===== src/rtl/rstsup_pkg.sv =====
package rstsup_pkg;
    // Asserted level of a reset pin
    typedef enum logic {
        PIN_ACT_LOW  = 1'b0,
        PIN_ACT_HIGH = 1'b1
    } pin_pol_e;
endpackage


===== src/rtl/rstsup_pin_edge.sv =====
module rstsup_pin_edge
    import rstsup_pkg::*;
#(
    parameter pin_pol_e POL         = PIN_ACT_HIGH,
    parameter int       SYNC_STAGES = 2
) (
    input  logic clk,
    input  logic rst_n,
    input  logic pin_lvl,
    input  logic mask,
    output logic trig
);
    localparam logic IDLE_LVL = ~logic'(POL);

    typedef struct packed {
        logic [SYNC_STAGES-1:0] sync;
        logic                   last;
    } edge_st_t;

    edge_st_t st_d, st_q;
    logic     assert_edge;

    always_comb begin
        st_d      = st_q;
        st_d.sync = {st_q.sync[SYNC_STAGES-2:0], pin_lvl};
        st_d.last = st_q.sync[SYNC_STAGES-1];
    end

    always_ff @(posedge clk or negedge rst_n) begin
        if (!rst_n) begin
            st_q.sync <= {SYNC_STAGES{IDLE_LVL}};
            st_q.last <= IDLE_LVL;
        end else begin
            st_q <= st_d;
        end
    end

    generate
        if (POL == PIN_ACT_HIGH) begin : g_rise
            assign assert_edge = st_q.sync[SYNC_STAGES-1] & ~st_q.last;
        end else begin : g_fall
            assign assert_edge = ~st_q.sync[SYNC_STAGES-1] & st_q.last;
        end
    endgenerate

    assign trig = assert_edge & ~mask;

    // one pin change gives one trigger pulse
    single_pulse_chk: assert property (@(posedge clk) disable iff (!rst_n)
        trig |=> !trig);
endmodule


===== src/rtl/rstsup_timer.sv =====
module rstsup_timer #(
    parameter int TIMEOUT = 1000,
    parameter int CW      = $clog2(TIMEOUT + 1)
) (
    input  logic clk,
    input  logic rst_n,
    input  logic tick,
    input  logic load,
    output logic busy
);
    localparam logic [CW-1:0] FULL = CW'(TIMEOUT);

    typedef struct packed {
        logic [CW-1:0] cnt;
    } tmr_st_t;

    tmr_st_t st_d, st_q;

    always_comb begin
        st_d = st_q;
        if (load) begin
            st_d.cnt = FULL;
        end else if (tick && (st_q.cnt != '0)) begin
            st_d.cnt = st_q.cnt - CW'(1);
        end
    end

    always_ff @(posedge clk or negedge rst_n) begin
        if (!rst_n) begin
            st_q.cnt <= FULL;
        end else begin
            st_q <= st_d;
        end
    end

    assign busy = (st_q.cnt != '0);


    load_full_chk: assert property (@(posedge clk) disable iff (!rst_n)
        load |=> (st_q.cnt == FULL));


    hold_without_tick_chk: assert property (@(posedge clk) disable iff (!rst_n)
        (!tick && !load) |=> $stable(st_q.cnt));


    no_overflow_chk: assert property (@(posedge clk) disable iff (!rst_n)
        st_q.cnt <= FULL);
endmodule


===== src/rtl/rst_supervisor.sv =====
module rst_supervisor
    import rstsup_pkg::*;
#(
    parameter int TIMEOUT     = 1000,
    parameter int SYNC_STAGES = 2
) (
    input  logic clk,
    input  logic rst_n,
    input  logic tick,
    input  logic supply_ok,
    input  logic hi_pin_lvl,
    input  logic lo_pin_lvl,
    output logic hi_pin_drv,
    output logic lo_pin_drv
);
    localparam int CW   = $clog2(TIMEOUT + 1);
    localparam int HIST = SYNC_STAGES + 1;

    typedef struct packed {
        logic [HIST-1:0] hist;
    } top_st_t;

    top_st_t st_d, st_q;
    logic    busy, drive, mask, load, trig_hi, trig_lo;

    assign drive = ~supply_ok | busy;
    assign mask  = drive | (|st_q.hist);
    assign load  = ~supply_ok | trig_hi | trig_lo;

    always_comb begin
        st_d      = st_q;
        st_d.hist = {st_q.hist[HIST-2:0], drive};
    end

    always_ff @(posedge clk or negedge rst_n) begin
        if (!rst_n) begin
            st_q.hist <= '1;
        end else begin
            st_q <= st_d;
        end
    end

    rstsup_pin_edge #(.POL(PIN_ACT_HIGH), .SYNC_STAGES(SYNC_STAGES)) u_edge_hi (
        .clk(clk), .rst_n(rst_n), .pin_lvl(hi_pin_lvl), .mask(mask), .trig(trig_hi)
    );

    rstsup_pin_edge #(.POL(PIN_ACT_LOW), .SYNC_STAGES(SYNC_STAGES)) u_edge_lo (
        .clk(clk), .rst_n(rst_n), .pin_lvl(lo_pin_lvl), .mask(mask), .trig(trig_lo)
    );

    rstsup_timer #(.TIMEOUT(TIMEOUT), .CW(CW)) u_timer (
        .clk(clk), .rst_n(rst_n), .tick(tick), .load(load), .busy(busy)
    );

    assign hi_pin_drv = drive;
    assign lo_pin_drv = drive;


    supply_low_drive_chk: assert property (@(posedge clk) disable iff (!rst_n)
        !supply_ok |-> (hi_pin_drv && lo_pin_drv));


    drv_match_chk: assert property (@(posedge clk) disable iff (!rst_n)
        hi_pin_drv == lo_pin_drv);


    no_self_trig_chk: assert property (@(posedge clk) disable iff (!rst_n)
        $past(hi_pin_drv) |-> !(trig_hi || trig_lo));


    ext_trig_asserts_chk: assert property (@(posedge clk) disable iff (!rst_n)
        (trig_hi || trig_lo) |=> (hi_pin_drv && lo_pin_drv));
endmodule


===== config.mk =====
export PLATFORM = sky130hd
export DESIGN_NAME = rst_supervisor
export DESIGN_NICKNAME = d
export VERILOG_FILES = /design/src/rtl/rstsup_pkg.sv /design/src/rtl/rstsup_pin_edge.sv /design/src/rtl/rstsup_timer.sv /design/src/rtl/rst_supervisor.sv
export SDC_FILE = /design/constraint.sdc
export NUM_CORES = 1
export LEC_CHECK = 0
export BUFFER_PORTS_ARGS = -buffer_cell sky130_fd_sc_hd__clkbuf_2
export CAP_MARGIN = 10
export CORE_ASPECT_RATIO = 0.8
export CORE_MARGIN = 2
export CORE_UTILIZATION = 39
export DETAILED_ROUTE_END_ITERATION = 16
export PLACE_DENSITY = 0.63
export SYNTH_ARGS = -nofsm -noshare
export SYNTH_HDL_FRONTEND = slang
export SYNTH_SLANG_ARGS = --single-unit
export TNS_END_PERCENT = 5

===== constraint.sdc =====
create_clock -name clk -period 3 [get_ports clk]
set_input_delay 0.3 -clock clk [delete_from_list [all_inputs] [get_ports clk]]
set_output_delay 0.3 -clock clk [all_outputs]
set_load 0.02 [all_outputs]

After elaboration in Yosys (flattened, before gate mapping)
Cells that the tools add are included.
- flip-flop bits (word level): 19
- input bits: 6
- add/subtract/negate cells: 1
- mux-type cells: 2
- bitwise logic cells: 12
- reduce and logical (&&, ||, !) cells: 4
- operators with widths (operator ; count):
    two-way mux 10 bit ; 2
    nonzero test 10 bit ; 1
    subtractor 10 x 1 -> 10 bit (second input constant) ; 1
    bitwise AND 1 bit ; 4
    inverter 1 bit ; 4
    bitwise OR 1 bit ; 4
    OR reduction 3 bit ; 1
    nonzero test 2 bit ; 1
    logical AND 1 bit ; 1

Logic depth before layout (Yosys ltp)
Gate-level depths: netlist (run 1).
- word-level depth: 8
- gate-level depth with buffers: 6

Hierarchy
From an unflattened synthesis (run 1), not the netlist that was laid out.
- cells, all modules: 75
- area, all modules: 855.8 um^2
- by module, submodules not included (module ; times used ; cells each ; area an instance (um^2) ; seq. area each (um^2)):
    rstsup_timer ; 1 ; 60 ; 560.5 ; 257.7
    rst_supervisor ; 1 ; 7 ; 116.4 ; 78.8
    rstsup_pin_edge at u_edge_lo ; 1 ; 4 ; 91.3 ; 78.8
    rstsup_pin_edge at u_edge_hi ; 1 ; 4 ; 87.6 ; 75.1

Worst setup path after synthesis (run 1)
OpenSTA, ideal clock, no wires.
- path type: register -> output
- start point: reg u_timer.st_q[0] (netlist name)
- end point: out lo_pin_drv
- arrival time: 1.543 ns
- required time: 2.700 ns
- path slack: 1.157 ns
- stages on the path, launching flop included: 7
- cell sequence: dfrtp_1 -> inv_1 -> ha_1 -> nor4b_1 -> and3_1 -> nand2_1 -> buf_4
- word-level cells in the longest chain between the ends: 2
- RTL lines (element ; RTL line ; RTL):
    start: declaration ; rstsup_timer.sv:17 ; tmr_st_t st_d, st_q;
    start signal: assignment ; rstsup_timer.sv:32 ; st_q <= st_d;
    nonzero test 10 bit ; rstsup_timer.sv:36 ; assign busy = (st_q.cnt != '0);
    bitwise OR 1 bit ; rst_supervisor.sv:26 ; assign drive = ~supply_ok | busy;
    end: declaration ; rst_supervisor.sv:14 ; output logic lo_pin_drv
Every way passes these cells.

Worst setup path after layout (run 1)
Same ends and word-level chain as after synthesis.

==> results.toml, run 1 <==
[outcome]
status = "complete, no violations"

[synth]
synthTopCellsByCount = "12 x dfstp_2, 7 x dfrtp_1, 7 x nand2_1, 4 x nand3_1, 4 x nor2_1"
synthCells = 73
ys_seq_area_share_pct = 57.7
ys.flop_type = "dfstp_2"
synth.net_count = 81
synth.distinct_cells = 30
yosysTopAreaCellShare_pct = 37.1
synth_area_sq_um = 850
synth-edff-count = 0
avgSynthCellArea_sq_um = 11.6
yosysMostFrequentCell = "dfstp_2"
yosys_warnings = 0
synthArstFlopShare_pct = 100
synth_top_cells_by_area = "dfstp_2 37%, dfrtp_1 21%, nor3_4 3.8%"
yosysTopAreaCell = "dfstp_2"
synth_seq_cells = 19

[finish]
nNetsFinal = 93
final.fill_count = 200
post_route_cells_drive_above_1_share_pct = 32.1
finalNonFillerCells = 109
area_growth_pct = 11.3
seqCellArea_sq_um = 490
multi_input_area_sq_um = 340
antennaDiodeCount = 0

[setup_path]
worstPathRequired_ns = 2.70
critPathMaxFanout = 3
path_delay_family = "simple AND/OR/NAND/NOR gates"
startpoint_type = "flip-flop"
arrival_ns = 1.90
setup.worst_path.end_class = "output pin"
path_class = "flip-flop to output pin"
cp_num_buf_inv = 2
slowest_stage = "dfrtp_1"
critical-path-max-stage-delay_ns = 0.42
path_cells = "inv_1, ha_1, nor4b_1, and3_1, nand2_1, clkbuf_2"

[routing]
wl_mm = 1.31
drc = 0
viasPerCell = 5.01
vias = 546
firstDrtPassIters = 4
post_drt_wl_per_cell_um = 12.0
dr.first_iter.drc_count = 17
postRouteAntennaNets = 0

[run]
maxCapViolations = 0

[timing]
skew_ns = 0.0115
hold_viol = 0
worst_slew_pin_slew_ns = 0.501
finalWorstSetupSlack_ns = 0.801
finalSetupViolations = 0
max_slew_margin_pct = 66.5
fmax_mhz = 455
fin_crit_ns = 2.20
min_period_over_period_pct = 73.3
slew_violations = 0
rsz0062_at_grt = "false"
tns_ns = 0

[power]
leakage_nw = 0.369
finalPower_uw = 451
peakVddDrop_uv = 272
p_per_area_mw_per_mm2 = 477

[placed_design]
port_buffers = 7
dpl.hpwl_um = 986
dp_cells = 104
pre_cts_slack_ns = 1.13
place_congestion = 0.752

[global_routing]
overflow = 0
antenna_found_initial = 0
grt_max_degree = 20
grt_pass1_wl_mm = 2.10
grt_pass1_vias = 434
grt_usage_pct = 11.6

[clock_network]
clkSinkCount = 19
clk_latency_ns = 0.30
ctsRootBufferMaster = "clkbuf_4"
cts_setup_buffers = 0
cts_tree = "built"
cts.path.max_buffers = 2
clkTransAtPathRegs_ns = 0.11
h-tree-depth = 1
cts_buffers = 3

[floorplan]
row_count = 15
die_w_um = 56.2
io_pins = 8
fp.coreArea_sq_mm = 0.00210
die_y_um = 45.7
start_util_pct = 40.4
die_area_sq_mm = 0.00257

[hold_path]
hp-class = "primary input to flip-flop"
## cells by family after synthesis
family                   after synthesis  share of synthesized area [%]
flip-flops                            19                           57.7
AO/OA/AOI/OAI                         12                           10.0
AND/OR/NAND/NOR                       33                           24.0
XOR/XNOR                               3                           3.09
adder cells (fa/ha/maj)                2                           2.95
buffers and inverters                  4                           2.21
## flip-flops by register name (all words and copies together), names as in the netlist
register,flops
u_edge_hi.st_d,2
u_edge_hi.st_q,1
u_timer.st_q,10
u_edge_lo.st_d,2
st_q,3
u_edge_lo.st_q,1
## metrics by stage
stage          hold WS, ns  area [sq um]  util (%)
5_1_grt             0.0221           946      45.0
2_1_floorplan      0.00441           850         -
3_5_place_dp         0.267           908      43.2
4_1_cts             0.0495           946      45.0
6_report            0.0638           946      45.0
3_3_place_gp         0.262           908      43.2
## area by class of cell
type,instances,area share [%]
sequential,19,51.9
multi-input combinational,50,36.0
timing repair buffer,8,4.76
tap,25,3.31
clock buffer,3,2.38
inverter,3,1.19
clock inverter,1,0.529
## worst paths after layout
check | from | endpoint | slack, ns | cells after the start
worst max-delay path | u_timer.st_q[0] | lo_pin_drv | 0.80 | 6
worst min-delay path | lo_pin_lvl | u_edge_lo.st_d[2] | 0.06 | 1
worst max register to register | u_timer.st_q[0] | u_timer.st_q[0] | 1.24 | 6
worst min register to register | u_edge_hi.st_d[2] | u_edge_hi.st_d[0] | 0.36 | 0
max in group asynchronous | rst_n | u_edge_lo.st_q[0] | 2.20 | 2
min in group asynchronous | rst_n | u_timer.st_q[2] | 0.46 | 2
## placed cells by master, fill, tap and decap left out, types with 2 or more instances in the layout
cell and count:
ha_1 2, a211o_1 2, nor2b_1 2, inv_1 3, clkbuf_2 7, o21ai_0 2
nor3_4 2, dfrtp_1 7, xor2_1 2, nor3_1 3, clkbuf_4 3, or4_1 2
nand2_1 7, nand4_1 2, dfstp_2 12, nand3_1 4, nor2_1 4, o31ai_1 2
o21a_1 2
## where the power goes
part           switching [mW]  internal [mW]  total [mW]
Combinational          0.0244         0.0188      0.0432
Sequential             0.0103          0.271       0.281
Clock                  0.0771         0.0497       0.127
Total                   0.112          0.340       0.451
## routing by layer
metal | track usage, % | share of wire, % | up-vias
met1 | 16.0 | 56 | 251
met2 | 14.6 | 39 | 9
li1 | - | - | 286
met3 | 6.82 | 4.9 | 0
met5 | 0 | 0 | -
met4 | 4.29 | 0 | 0
## what timing repair did
item,in CTS,in global routing
endpoints found under the setup margin,0,0
hold endpoints to repair,7,0
gates resized for setup,0,0
hold buffers,1,0
Note: power is estimated with default switching activity, not from simulation.
==> run 2, diff against run 1 <==
- PLACE_DENSITY: 0.63 -> 0.65
- clock period: 3 -> 1.8 ns (I/O delays scaled with it)
==> run 2 against run 1 <==
Against the previous run:
- clock-buffer cell count increased by 1
- utilization rose by 5.9 points
- die area unchanged
- final cell count is 7.3% higher
- sequential share of layout area is 6.0 points lower
- critical path type unchanged
- largest cell class unchanged
- largest power group unchanged
- highest routed layer is now met4
==> results.toml, run 2 (synthesis results as in run 1) <==
[finish]
seqCellArea_sq_um = 490
final.fill_count = 184
mostFrequentLayoutCell = "dfstp_2"
area_growth_pct = 25.9
top_register = "u_timer.st_q"
multi_input_area_sq_um = 380
nNetsFinal = 101
design_area_sq_mm = 0.00107
largest_reg_flops = 10
antennaDiodeCount = 0
post_route_cells_drive_above_1_share_pct = 41.3
top_regs = "u_timer.st_q x10, st_q x3"
fin_util_pct = 50.9
mostFrequentLayoutCells = "12 x dfstp_2, 7 x dfrtp_1, 6 x nand2_1, 6 x buf_4, 5 x clkbuf_2"

[timing]
worst_slew_pin_slew_ns = 0.577
min_period_over_period_pct = 97.7
max_slew_margin_pct = 61.5
fmax_mhz = 569
finalSetupViolations = 0
hold_viol = 0
rsz0062_at_grt = "true"
hold_ws_ns = 0.237
skew_ns = 0.00267
slew_violations = 0
tns_ns = 0
fin_crit_ns = 1.76

[routing]
vias = 617
dr.first_iter.drc_count = 12
viasPerCell = 5.27
postRouteAntennaNets = 0
post_drt_wl_per_cell_um = 14.2
firstDrtPassIters = 4
drc = 0
wl_mm = 1.66

[run]
maxCapViolations = 0

[power]
switching_share_pct = 24.9
p_int_uw = 585
seq_power_share_pct = 60.2
combPwrFrac_pct = 12.6
p_per_area_mw_per_mm2 = 729
p_switching_uw = 195
p_clk_share_pct = 27.3
leakage_nw = 0.434
peakVddDrop_uv = 399

[clock_network]
cts_buffers = 3
clkSinkCount = 19
ctsRootBufferMaster = "clkbuf_4"
h-tree-depth = 1
cts.path.max_buffers = 2
cts_tree = "built"
clkTransAtPathRegs_ns = 0.10
clk_latency_ns = 0.29

[placed_design]
placed_area_sq_um = 908
dpl.hpwl_mm = 1.08
place_congestion = 0.823
port_buffers = 7

[global_routing]
grt_max_degree = 20
grt_use_met1_pct = 18.6
use_met3_pct = 5.97
antenna_found_initial = 0
grt_pass1_wl_mm = 2.70
met2_usage_pct = 22.4
grt_usage_pct = 14.2
grt_pass1_vias = 595
top_usage_layer = "met2"
overflow = 0

[setup_path]
path_delay_family = "simple AND/OR/NAND/NOR gates"
critPathMaxFanout = 3
startpoint_type = "flip-flop"
setup.worst_path.end_class = "output pin"
cp_num_buf_inv = 2
worstPathRequired_ns = 1.62
path_class = "flip-flop to output pin"
path_cells = "inv_2, ha_4, nor4b_4, and3_4, nand2_4, buf_8"
critical-path-max-stage-delay_ns = 0.41
arrival_ns = 1.58
slowest_stage = "dfrtp_1"

[floorplan]
die_area_sq_mm = 0.00257
row_count = 15
fp.coreArea_sq_mm = 0.00210
io_pins = 8
start_util_pct = 40.4
die_w_um = 56.2
die_y_um = 45.7

[outcome]
status = "complete, no violations"

[hold_path]
hp-class = "primary input to flip-flop"
==> run 2: stage by stage <==
| stage | worst slack (ns) | total power, mW | cells |
|---|---|---|---|
| 2_1_floorplan | 0.0772 | 0.520 | 73 |
| 3_3_place_gp | 0.0985 | 0.546 | 104 |
| 3_5_place_dp | -0.0379 | 0.549 | 104 |
| 4_1_cts | 0.0163 | 0.784 | 115 |
| 5_1_grt | -0.0277 | 0.823 | 117 |
| 6_report | 0.0418 | 0.780 | 117 |
==> run 2: final cells by class <==
class | count | share of cell area (%)
clock buffer | 4 | 2.46
inverter | 3 | 1.05
multi-input combinational | 50 | 35.6
sequential | 19 | 45.8
tap | 25 | 2.92
timing repair buffer | 16 | 12.2
==> run 2: final timing paths <==
path	slack (ns)	cells past startpoint	endpoint	from
max in group asynchronous	1.10	2	u_timer.st_q[3]	rst_n
setup reg to reg	0.11	6	u_timer.st_q[5]	u_timer.st_q[0]
hold / removal	0.24	3	st_q[0]	supply_ok
hold reg to reg	0.36	0	u_edge_lo.st_d[0]	u_edge_lo.st_d[2]
min in group asynchronous	0.36	2	u_edge_hi.st_q[0]	rst_n
setup / recovery	0.04	6	hi_pin_drv	u_timer.st_q[0]
==> run 2: layer usage <==
metal  wire length, um  up-vias
met5                 0        -
met4                10        0
met3                55        2
met2               780        7
met1               810      306
li1                  -      302
==> run 2: power groups by stage <==
| stage | clock [mW] | combinational, mW | sequential, mW |
|---|---|---|---|
| finish | 0.213 | 0.0980 | 0.469 |
| global route | 0.240 | 0.111 | 0.472 |
| CTS | 0.220 | 0.0949 | 0.469 |
| floorplan | 0 | 0.0471 | 0.473 |
| global placement | 0 | 0.0711 | 0.475 |
| detailed placement | 0 | 0.0732 | 0.476 |
==> run 2: worst register-to-register path, cell delays in order, from the launching register on <==
cell,delay (ns)
dfrtp_1,0.41
inv_2,0.09
ha_4,0.14
or4b_4,0.49
nor3_4,0.17
nor3_1,0.07
a211o_1,0.26
==> run 2: what timing repair did <==
item,in CTS,in global routing
pin swaps,1,2
buffers inserted,4,2
endpoints found under the hold margin,9,0
gates cloned,0,0
gates resized for setup,12,3
setup endpoints to repair,8,2
hold buffers,3,0
